## src/rtl/adcif_pkg.sv

```systemverilog
package adcif_pkg;
  localparam int NUM_SLOTS  = 16;
  localparam int CH_W       = 5;
  localparam int LEN_W      = 4;
  localparam int SLOTS_REG  = 6;
  localparam int SEQ_FLD_W  = SLOTS_REG * CH_W;
  localparam int SEQ1_W     = (NUM_SLOTS - 2 * SLOTS_REG) * CH_W + LEN_W;

  localparam logic [7:0] OFS_STAT = 8'h00;
  localparam logic [7:0] OFS_CTLA = 8'h04;
  localparam logic [7:0] OFS_CTLB = 8'h08;
  localparam logic [7:0] OFS_SEQ1 = 8'h2C;
  localparam logic [7:0] OFS_SEQ2 = 8'h30;
  localparam logic [7:0] OFS_SEQ3 = 8'h34;
  localparam logic [7:0] OFS_DATA = 8'h4C;

  typedef enum logic [1:0] {
    TRIG_OFF  = 2'b00,
    TRIG_RISE = 2'b01,
    TRIG_FALL = 2'b10,
    TRIG_BOTH = 2'b11
  } trig_mode_e;

  typedef enum logic [1:0] {
    SQ_IDLE = 2'd0,
    SQ_REQ  = 2'd1,
    SQ_WAIT = 2'd2
  } seq_state_e;

  typedef struct packed {
    logic       scan;
    logic       eocie;
    logic       pwr;
    logic       eoc_each;
    trig_mode_e trig;
  } ctrl_t;
endpackage

```

## src/rtl/adcif_regs.sv

```systemverilog
module adcif_regs
  import adcif_pkg::*;
#(
  parameter int                ADDR_W    = 12,
  parameter logic [ADDR_W-1:0] INST_BASE = '0,
  parameter int                RES_W     = 12
) (
  input  logic                          clk_i,
  input  logic                          rst_ni,
  input  logic [ADDR_W-1:0]             bus_addr_i,
  input  logic                          bus_wr_i,
  input  logic                          bus_rd_i,
  input  logic [31:0]                   bus_wdata_i,
  output logic [31:0]                   bus_rdata_o,
  output ctrl_t                         ctrl_o,
  output logic                          sw_pend_o,
  output logic [LEN_W-1:0]              seq_len_o,
  output logic [NUM_SLOTS-1:0][CH_W-1:0] slots_o,
  input  logic                          go_i,
  input  logic                          sw_ack_i,
  input  logic                          res_valid_i,
  input  logic                          res_last_i,
  input  logic [RES_W-1:0]              res_data_i,
  output logic                          irq_o
);
  localparam int WIN_LSB = 8;

  logic                  hit;
  logic [7:0]            ofs;
  logic                  wr_stat, wr_ctla, wr_ctlb, wr_seq1, wr_seq2, wr_seq3, rd_data;
  ctrl_t                 ctrl_q;
  logic                  sw_pend_q, eoc_q, strt_q;
  logic [SEQ1_W-1:0]     seq1_q;
  logic [SEQ_FLD_W-1:0]  seq2_q, seq3_q;
  logic [RES_W-1:0]      data_q;
  logic                  unused_wdata;

  assign hit     = bus_addr_i[ADDR_W-1:WIN_LSB] == INST_BASE[ADDR_W-1:WIN_LSB];
  assign ofs     = bus_addr_i[7:0];
  assign wr_stat = bus_wr_i && hit && ofs == OFS_STAT;
  assign wr_ctla = bus_wr_i && hit && ofs == OFS_CTLA;
  assign wr_ctlb = bus_wr_i && hit && ofs == OFS_CTLB;
  assign wr_seq1 = bus_wr_i && hit && ofs == OFS_SEQ1;
  assign wr_seq2 = bus_wr_i && hit && ofs == OFS_SEQ2;
  assign wr_seq3 = bus_wr_i && hit && ofs == OFS_SEQ3;
  assign rd_data = bus_rd_i && hit && ofs == OFS_DATA;
  assign unused_wdata = ^bus_wdata_i;

  always_ff @(posedge clk_i or negedge rst_ni) begin
    if (!rst_ni) begin
      ctrl_q <= '0;
      seq1_q <= '0;
      seq2_q <= '0;
      seq3_q <= '0;
    end else begin
      if (wr_ctla) begin
        ctrl_q.scan  <= bus_wdata_i[8];
        ctrl_q.eocie <= bus_wdata_i[5];
      end
      if (wr_ctlb) begin
        ctrl_q.pwr      <= bus_wdata_i[0];
        ctrl_q.eoc_each <= bus_wdata_i[10];
        ctrl_q.trig     <= trig_mode_e'(bus_wdata_i[29:28]);
      end
      if (wr_seq1) seq1_q <= bus_wdata_i[SEQ1_W-1:0];
      if (wr_seq2) seq2_q <= bus_wdata_i[SEQ_FLD_W-1:0];
      if (wr_seq3) seq3_q <= bus_wdata_i[SEQ_FLD_W-1:0];
    end
  end

  // pending software start: only with trigger off and power on
  always_ff @(posedge clk_i or negedge rst_ni) begin
    if (!rst_ni) begin
      sw_pend_q <= 1'b0;
    end else if (wr_ctlb) begin
      sw_pend_q <= (bus_wdata_i[30] | (sw_pend_q & ~sw_ack_i))
                   & (bus_wdata_i[29:28] == 2'b00) & bus_wdata_i[0];
    end else if (sw_ack_i || !ctrl_q.pwr) begin
      sw_pend_q <= 1'b0;
    end
  end

  // set beats clear on both flags
  always_ff @(posedge clk_i or negedge rst_ni) begin
    if (!rst_ni) begin
      eoc_q  <= 1'b0;
      strt_q <= 1'b0;
      data_q <= '0;
    end else begin
      if (res_valid_i) data_q <= res_data_i;
      if (res_valid_i && (ctrl_q.eoc_each || res_last_i)) eoc_q <= 1'b1;
      else if (rd_data || (wr_stat && !bus_wdata_i[1]))   eoc_q <= 1'b0;
      if (!ctrl_q.pwr)                        strt_q <= 1'b0;
      else if (go_i)                          strt_q <= 1'b1;
      else if (wr_stat && !bus_wdata_i[4])    strt_q <= 1'b0;
    end
  end

  for (genvar k = 0; k < NUM_SLOTS; k++) begin : g_slot
    if (k < SLOTS_REG) begin : g_s3
      assign slots_o[k] = seq3_q[CH_W*k +: CH_W];
    end else if (k < 2 * SLOTS_REG) begin : g_s2
      assign slots_o[k] = seq2_q[CH_W*(k-SLOTS_REG) +: CH_W];
    end else begin : g_s1
      assign slots_o[k] = seq1_q[CH_W*(k-2*SLOTS_REG) +: CH_W];
    end
  end

  assign seq_len_o = seq1_q[SEQ1_W-1 -: LEN_W];
  assign ctrl_o    = ctrl_q;
  assign sw_pend_o = sw_pend_q;
  assign irq_o     = eoc_q & ctrl_q.eocie;

  always_comb begin
    bus_rdata_o = '0;
    if (bus_rd_i && hit) begin
      unique case (ofs)
        OFS_STAT: bus_rdata_o = {27'b0, strt_q, 2'b0, eoc_q, 1'b0};
        OFS_CTLA: bus_rdata_o = {23'b0, ctrl_q.scan, 2'b0, ctrl_q.eocie, 5'b0};
        OFS_CTLB: bus_rdata_o = {1'b0, sw_pend_q, ctrl_q.trig, 17'b0,
                                 ctrl_q.eoc_each, 9'b0, ctrl_q.pwr};
        OFS_SEQ1: bus_rdata_o = {{(32-SEQ1_W){1'b0}}, seq1_q};
        OFS_SEQ2: bus_rdata_o = {{(32-SEQ_FLD_W){1'b0}}, seq2_q};
        OFS_SEQ3: bus_rdata_o = {{(32-SEQ_FLD_W){1'b0}}, seq3_q};
        OFS_DATA: bus_rdata_o = {{(32-RES_W){1'b0}}, data_q};
        default:  bus_rdata_o = '0;
      endcase
    end
  end

  a_r9_eoc_on_result: assert property (@(posedge clk_i) disable iff (!rst_ni)
    res_valid_i && (ctrl_q.eoc_each || res_last_i) |=> eoc_q);
  a_r12_strt_drop: assert property (@(posedge clk_i) disable iff (!rst_ni)
    !ctrl_q.pwr |=> !strt_q);
  a_r5_ack_clears: assert property (@(posedge clk_i) disable iff (!rst_ni)
    sw_ack_i && !wr_ctlb |=> !sw_pend_q);
  a_r10_start_sets: assert property (@(posedge clk_i) disable iff (!rst_ni)
    go_i && ctrl_q.pwr |=> strt_q);
endmodule

```

## src/rtl/adcif_trig.sv

```systemverilog
module adcif_trig
  import adcif_pkg::*;
#(
  parameter int STAB_CYCLES = 8
) (
  input  logic       clk_i,
  input  logic       rst_ni,
  input  logic       pwr_i,
  input  trig_mode_e trig_mode_i,
  input  logic       sw_pend_i,
  input  logic       seq_idle_i,
  input  logic       ext_trig_i,
  output logic       go_o,
  output logic       sw_ack_o
);
  localparam int CNT_W = $clog2(STAB_CYCLES + 1);

  logic [CNT_W-1:0] cnt_q;
  logic             ext_q, ready, rise, fall, edge_hit;

  always_ff @(posedge clk_i or negedge rst_ni) begin
    if (!rst_ni) begin
      cnt_q <= CNT_W'(STAB_CYCLES);
      ext_q <= 1'b0;
    end else begin
      ext_q <= ext_trig_i;
      if (!pwr_i)           cnt_q <= CNT_W'(STAB_CYCLES);
      else if (cnt_q != '0) cnt_q <= cnt_q - 1'b1;
    end
  end

  assign ready = pwr_i && cnt_q == '0;
  assign rise  = ext_trig_i & ~ext_q;
  assign fall  = ~ext_trig_i & ext_q;

  always_comb begin
    unique case (trig_mode_i)
      TRIG_RISE: edge_hit = rise;
      TRIG_FALL: edge_hit = fall;
      TRIG_BOTH: edge_hit = rise | fall;
      default:   edge_hit = 1'b0;
    endcase
  end

  assign go_o     = ready && seq_idle_i &&
                    (trig_mode_i == TRIG_OFF ? sw_pend_i : edge_hit);
  assign sw_ack_o = go_o && trig_mode_i == TRIG_OFF;

  // STAB_CYCLES is expected to be at least 2
  a_r4_holdoff: assert property (@(posedge clk_i) disable iff (!rst_ni)
    $rose(pwr_i) |=> !go_o);
  a_r6_go_needs_idle: assert property (@(posedge clk_i) disable iff (!rst_ni)
    !pwr_i |-> !go_o);
endmodule

```

## src/rtl/adcif_seq.sv

```systemverilog
module adcif_seq
  import adcif_pkg::*;
#(
  parameter int RES_W = 12
) (
  input  logic                           clk_i,
  input  logic                           rst_ni,
  input  logic                           go_i,
  input  logic                           abort_i,
  input  logic                           scan_i,
  input  logic [LEN_W-1:0]               len_i,
  input  logic [NUM_SLOTS-1:0][CH_W-1:0] slots_i,
  output logic                           conv_start_o,
  output logic [CH_W-1:0]                conv_ch_o,
  input  logic                           conv_done_i,
  input  logic [RES_W-1:0]               conv_result_i,
  output logic                           idle_o,
  output logic                           res_valid_o,
  output logic                           res_last_o,
  output logic [RES_W-1:0]               res_data_o
);
  seq_state_e       state_q;
  logic [LEN_W-1:0] idx_q, last_q;

  always_ff @(posedge clk_i or negedge rst_ni) begin
    if (!rst_ni) begin
      state_q <= SQ_IDLE;
      idx_q   <= '0;
      last_q  <= '0;
    end else if (abort_i) begin
      state_q <= SQ_IDLE;
      idx_q   <= '0;
    end else begin
      unique case (state_q)
        SQ_IDLE: if (go_i) begin
          state_q <= SQ_REQ;
          idx_q   <= '0;
          last_q  <= scan_i ? len_i : '0;
        end
        SQ_REQ: state_q <= SQ_WAIT;
        SQ_WAIT: if (conv_done_i) begin
          if (idx_q == last_q) begin
            state_q <= SQ_IDLE;
          end else begin
            state_q <= SQ_REQ;
            idx_q   <= idx_q + 1'b1;
          end
        end
        default: state_q <= SQ_IDLE;
      endcase
    end
  end

  assign conv_start_o = state_q == SQ_REQ;
  assign conv_ch_o    = slots_i[idx_q];
  assign idle_o       = state_q == SQ_IDLE;
  assign res_valid_o  = state_q == SQ_WAIT && conv_done_i && !abort_i;
  assign res_last_o   = idx_q == last_q;
  assign res_data_o   = conv_result_i;

  a_r7_start_pulse: assert property (@(posedge clk_i) disable iff (!rst_ni)
    conv_start_o |=> !conv_start_o);
  a_r12_abort_idle: assert property (@(posedge clk_i) disable iff (!rst_ni)
    abort_i |=> idle_o && !conv_start_o);
  a_r7_go_when_idle: assert property (@(posedge clk_i) disable iff (!rst_ni)
    go_i |-> idle_o);
  a_r8_single_result: assert property (@(posedge clk_i) disable iff (!rst_ni)
    res_valid_o |=> !res_valid_o);
endmodule

```

## src/rtl/adcif_top.sv

```systemverilog
module adcif_top
  import adcif_pkg::*;
#(
  parameter int                ADDR_W      = 12,
  parameter logic [ADDR_W-1:0] INST_BASE   = 12'h000,
  parameter int                STAB_CYCLES = 8,
  parameter int                RES_W       = 12
) (
  input  logic              clk_i,
  input  logic              rst_ni,
  input  logic [ADDR_W-1:0] bus_addr_i,
  input  logic              bus_wr_i,
  input  logic              bus_rd_i,
  input  logic [31:0]       bus_wdata_i,
  output logic [31:0]       bus_rdata_o,
  input  logic              ext_trig_i,
  output logic              conv_start_o,
  output logic [CH_W-1:0]   conv_ch_o,
  input  logic              conv_done_i,
  input  logic [RES_W-1:0]  conv_result_i,
  output logic              irq_o
);
  ctrl_t                         ctrl;
  logic                          sw_pend, go, sw_ack, seq_idle;
  logic                          res_valid, res_last;
  logic [RES_W-1:0]              res_data;
  logic [LEN_W-1:0]              seq_len;
  logic [NUM_SLOTS-1:0][CH_W-1:0] slots;

  adcif_regs #(.ADDR_W(ADDR_W), .INST_BASE(INST_BASE), .RES_W(RES_W)) u_regs (
    .clk_i, .rst_ni, .bus_addr_i, .bus_wr_i, .bus_rd_i, .bus_wdata_i, .bus_rdata_o,
    .ctrl_o(ctrl), .sw_pend_o(sw_pend), .seq_len_o(seq_len), .slots_o(slots),
    .go_i(go), .sw_ack_i(sw_ack), .res_valid_i(res_valid), .res_last_i(res_last),
    .res_data_i(res_data), .irq_o
  );

  adcif_trig #(.STAB_CYCLES(STAB_CYCLES)) u_trig (
    .clk_i, .rst_ni, .pwr_i(ctrl.pwr), .trig_mode_i(ctrl.trig), .sw_pend_i(sw_pend),
    .seq_idle_i(seq_idle), .ext_trig_i, .go_o(go), .sw_ack_o(sw_ack)
  );

  adcif_seq #(.RES_W(RES_W)) u_seq (
    .clk_i, .rst_ni, .go_i(go), .abort_i(!ctrl.pwr), .scan_i(ctrl.scan),
    .len_i(seq_len), .slots_i(slots), .conv_start_o, .conv_ch_o, .conv_done_i,
    .conv_result_i, .idle_o(seq_idle), .res_valid_o(res_valid),
    .res_last_o(res_last), .res_data_o(res_data)
  );

  a_r11_irq_needs_enable: assert property (@(posedge clk_i) disable iff (!rst_ni)
    irq_o |-> ctrl.eocie);
  a_r4_start_needs_power: assert property (@(posedge clk_i) disable iff (!rst_ni)
    conv_start_o |-> ctrl.pwr);
endmodule

```

## config.mk

```make
export PLATFORM = sky130hd
export DESIGN_NAME = adcif_top
export DESIGN_NICKNAME = d
export VERILOG_FILES = /design/src/rtl/adcif_pkg.sv /design/src/rtl/adcif_regs.sv /design/src/rtl/adcif_trig.sv /design/src/rtl/adcif_seq.sv /design/src/rtl/adcif_top.sv
export SDC_FILE = /design/constraint.sdc
export NUM_CORES = 1
export LEC_CHECK = 0
export ABC_AREA = 1
export ABC_CLOCK_PERIOD_IN_PS = 2100
export BUFFER_PORTS_ARGS = -buffer_cell sky130_fd_sc_hd__buf_2
export CAP_MARGIN = 20
export CORE_UTILIZATION = 58
export CTS_CLUSTER_SIZE = 25
export DETAILED_ROUTE_END_ITERATION = 8
export GPL_TIMING_DRIVEN = 0
export PLACE_DENSITY = 0.86
export SLEW_MARGIN = 20
export SYNTH_ARGS = -nofsm -noshare
export SYNTH_HDL_FRONTEND = slang
export SYNTH_SLANG_ARGS = --single-unit
export TNS_END_PERCENT = 100
```

## constraint.sdc

```tcl
create_clock -name clk_i -period 2.1 [get_ports clk_i]
set_clock_uncertainty 0.05 [all_clocks]
set_input_delay 0.42 -clock clk_i [delete_from_list [all_inputs] [get_ports clk_i]]
set_output_delay 0.42 -clock clk_i [all_outputs]
set_load 0.005 [all_outputs]
```

==> out/metrics.csv <==
stage;metric;value;unit
synth;ys_warn_count;0;
routing;drt_iter0_drc;1291;
power_and_ir_drop;netSwitchingPower;1.34;mW
synth;ys.flop_type;dfrtp_1;
worst_setup_path;path_cells;buf_6 -> clkbuf_4 -> o21ai_1 -> nand3_1 -> nand3_1 -> nand2_1 -> buf_2;
routing;wirelength;28000;µm
worst_setup_path;worstPathRequired;1.63;ns
clocking;h-tree-depth;4;
grt;grt_pass1_wl;39400;µm
min_path;hold-path-endpoint;u_trig.ext_q;
synth;yosys-top-cells-count;267 x nand2_1, 119 x dfrtp_1, 112 x o21ai_0;
worst_setup_path;critical_path_arrival;1.94;ns
floorplanning;placementRows;38;
routing;drc_errors;44;
finish;fin_cells;1231;
grt;antenna_found_initial;1;
worst_setup_path;start_kind;flip-flop;
clocking;clkSinkCount;120;
floorplanning;core;11000;µm²
sta;max_slew.worst_pin.slew;0.676;ns
placed_design;place_area;7350;µm²
synth;yosysTopAreaCell;dfrtp_1;
clocking;clockBufferDepth;2;
min_path;hold_depth;1;
sta;report.final.slew_viol_count;0;
floorplanning;die_area;11900;µm²
sta;period_share;115;%
worst_setup_path;path_class;flip-flop to primary output;
grt;grt_pass1_vias;7428;
power_and_ir_drop;p_seq_share;40.9;%
clocking;clk_pin_slew_worst_paths;0.06;ns
worst_setup_path;crit_slowest_cell;dfrtp_1;
routing;via_count;7999;
synth;synthArstFlopShare;100;%
synth;synth.most_common_cell;nand2_1;
placed_design;place.gp.congestion;0.990;
grt;track_usage;45.4;%
sta;max_freq;0.416;GHz
power_and_ir_drop;comb_power_share;4.6;%
synth;synth_edf_count;0;
sta;hold_violations;0;
synth;synth_seq_cells;120;
power_and_ir_drop;finalPower;5.76;mW
floorplanning;die_height;109;µm
worst_setup_path;crit_fanout;10;
finish;drive_above_1_share;34.0;%
power_and_ir_drop;pwr-share-clk;54.5;%
routing;ant_nets;0;
power_and_ir_drop;ir_drop;0.000623;V
worst_setup_path;worst-r2r-cell-count;11;
sta;setup_slack;-0.305;ns
outcome;status;finished, violations left;
clocking;cts-root-buf;clkbuf_16;
power_and_ir_drop;power_density;612;nW/µm²
finish;final_nets;1144;
worst_setup_path;r2r-end;u_seq.idx_q[2];
floorplanning;io_pins;101;
power_and_ir_drop;netSwitchingFraction;23.3;%
sta;rsz0062_at_grt;true;
clocking;clk_latency;0.43;ns
min_path;min_from;ext_trig_i;
grt;grt_max_degree;64;
worst_setup_path;crit_path_end_kind;primary output;
clocking;cts_tree;built;
synth;syn_nets;987;
synth;synth_seq_area_share;45.2;%
synth;synthesis.area_per_instance;7.22;µm²
grt;grt_overflow_total;0;
placed_design;dp_hpwl;14700;µm
placed_design;portBuffers;98;
finish;final_core_util;85.8;%
outcome;violations;DRC, setup timing;
sta;maxSlewHeadroom;54.9;%
finish;area_growth;41.8;%
synth;synth.distinct_cells;33;
worst_setup_path;worst_path_largest_cell_delay;0.40;ns
floorplanning;die_w;109;µm
worst_setup_path;path_common_cell;nand3_1;
synth;synth_cells;921;
placed_design;place_inst;1160;
power_and_ir_drop;p_leak;4.50;nW
routing;first_pass_iters;9;
routing;avgViaCountPerCell;6.50;
sta;hold_ws;0.0812;ns
power_and_ir_drop;p_int;4.42;mW
flow_run;cap_violations;0;
clocking;cts_buffers;17;
floorplanning;initial_core_util;60.5;%
sta;layout_min_cycle_time;2.41;ns
sta;finalSetupViolCount;35;
synth;yosys-top-cells-area;dfrtp_1 45%, nand2_1 15%, o21ai_0 8.4%;
min_path;min_path_type;input pin to flip-flop;
synth;synth_area;6650;µm²
synth;synth_top_cell_area_share;44.8;%
routing;post_drt_wl_per_cell;22.8;µm
finish;post-route-cell-area;9420;µm²
worst_setup_path;reg2reg_slack;0.02;ns
finish;antenna_cells;0;
worst_setup_path;r2r-start;u_trig.cnt_q[0];
-- placed cells by master, fill, tap and decap left out, types with 13 or more instances in the layout --
cell type	n
a21oi_1	20
buf_2	104
buf_4	20
buf_6	22
clkbuf_16	18
dfrtp_1	119
inv_1	94
nand2_1	225
nand2_2	36
nand2_4	13
nand3_1	36
nor2_1	44
nor2_2	19
nor2_4	35
o21ai_0	74
o21ai_1	62
o21ai_2	14
-- per-layer routing --
| layer | GRT usage (%) | vias to the layer above | wire length, µm |
|---|---|---|---|
| met5 | 0 | - | 0 |
| met4 | 31.5 | 0 | 2540 |
| met3 | 14.6 | 302 | 4230 |
| met2 | 69.3 | 766 | 12100 |
| met1 | 54.4 | 3652 | 9190 |
| li1 | - | 3279 | - |
-- critical path, delay by kind of cell (launching register included) --
kind | cells | cell delay, ns
flops | 1 | 0.40
compound gates | 1 | 0.25
buf+inv | 3 | 0.52
simple gates | 3 | 0.33
-- what timing repair did --
| item | CTS | global route |
|---|---|---|
| cloned | 10 | 1 |
| endpoints found under the hold margin | 57 | 0 |
| setup buffers | 29 | 5 |
| pin swaps | 43 | 54 |
| resized for setup | 196 | 125 |
| hold buffers | 1 | 0 |
| setup endpoints to repair | 35 | 49 |
-- through the flow --
stage | setup TNS (ns) | worst slack [ns]
after floorplan | 0 | 0.283
after global placement | -113.63 | -0.913
after detailed placement | -6.21 | -0.388
after CTS | -3.84 | -0.169
after global routing | -9.83 | -0.336
final | -6.93 | -0.305
-- state kept, by name, indices dropped and copies added, names as in the netlist --
signal / cells
u_regs.data_q: 12
u_regs.seq1_q: 24
u_regs.eoc_q: 1
u_regs.seq3_q: 30
u_seq.last_q: 4
u_seq.idx_q: 4
u_regs.seq2_q: 30
u_trig.ext_q: 1
u_trig.cnt_q: 4
u_seq.state_q: 2
u_regs.sw_pend_o: 1
u_regs.strt_q: 1
u_regs.ctrl_o: 6
-- kinds of logic (layout without fill, tap and decap cells) --
kind of cell | after synthesis | count (layout) | synth area share [%]
simple gates | 440 | 441 | 27.9
flops | 120 | 120 | 45.2
fa+ha+maj | 4 | 4 | 0.753
buf+inv | 151 | 320 | 9.77
compound gates | 205 | 205 | 16.3
other cells | 1 | 1 | 0.0564
-- layout make-up --
class / count / area [µm²]
fill: 575 / 1560
multi-input combinational: 651 / 3720
buffer: 45 / 427
inverter: 104 / 405
timing repair buffer: 139 / 1070
clock inverter: 10 / 141
sequential: 120 / 3000
clock buffer: 22 / 484
tap: 140 / 175
-- worst max path at each step --
stage	start	end	slack [ns]	depth (start not counted)
after floorplan	bus_addr_i[7]	bus_rdata_o[18]	0.28	10
after global placement	rst_ni	u_regs.seq1_q[13]	-0.91	1
after detailed placement	bus_addr_i[7]	bus_rdata_o[10]	-0.39	10
after CTS	u_seq.idx_q[1]	conv_ch_o[2]	-0.17	9
after global routing	u_seq.idx_q[1]	conv_ch_o[2]	-0.34	9
final	u_seq.idx_q[0]	conv_ch_o[1]	-0.31	7
-- power groups by stage --
stage / clock network [mW] / registers (mW) / logic [mW]
finish: 3.14 / 2.36 / 0.265
global route: 3.21 / 2.35 / 0.290
CTS: 3.07 / 2.35 / 0.238
detailed placement: 0 / 2.39 / 0.205
global placement: 0 / 2.39 / 0.194
floorplan: 0 / 2.39 / 0.0720
Note: power is estimated with default switching activity, not from simulation.
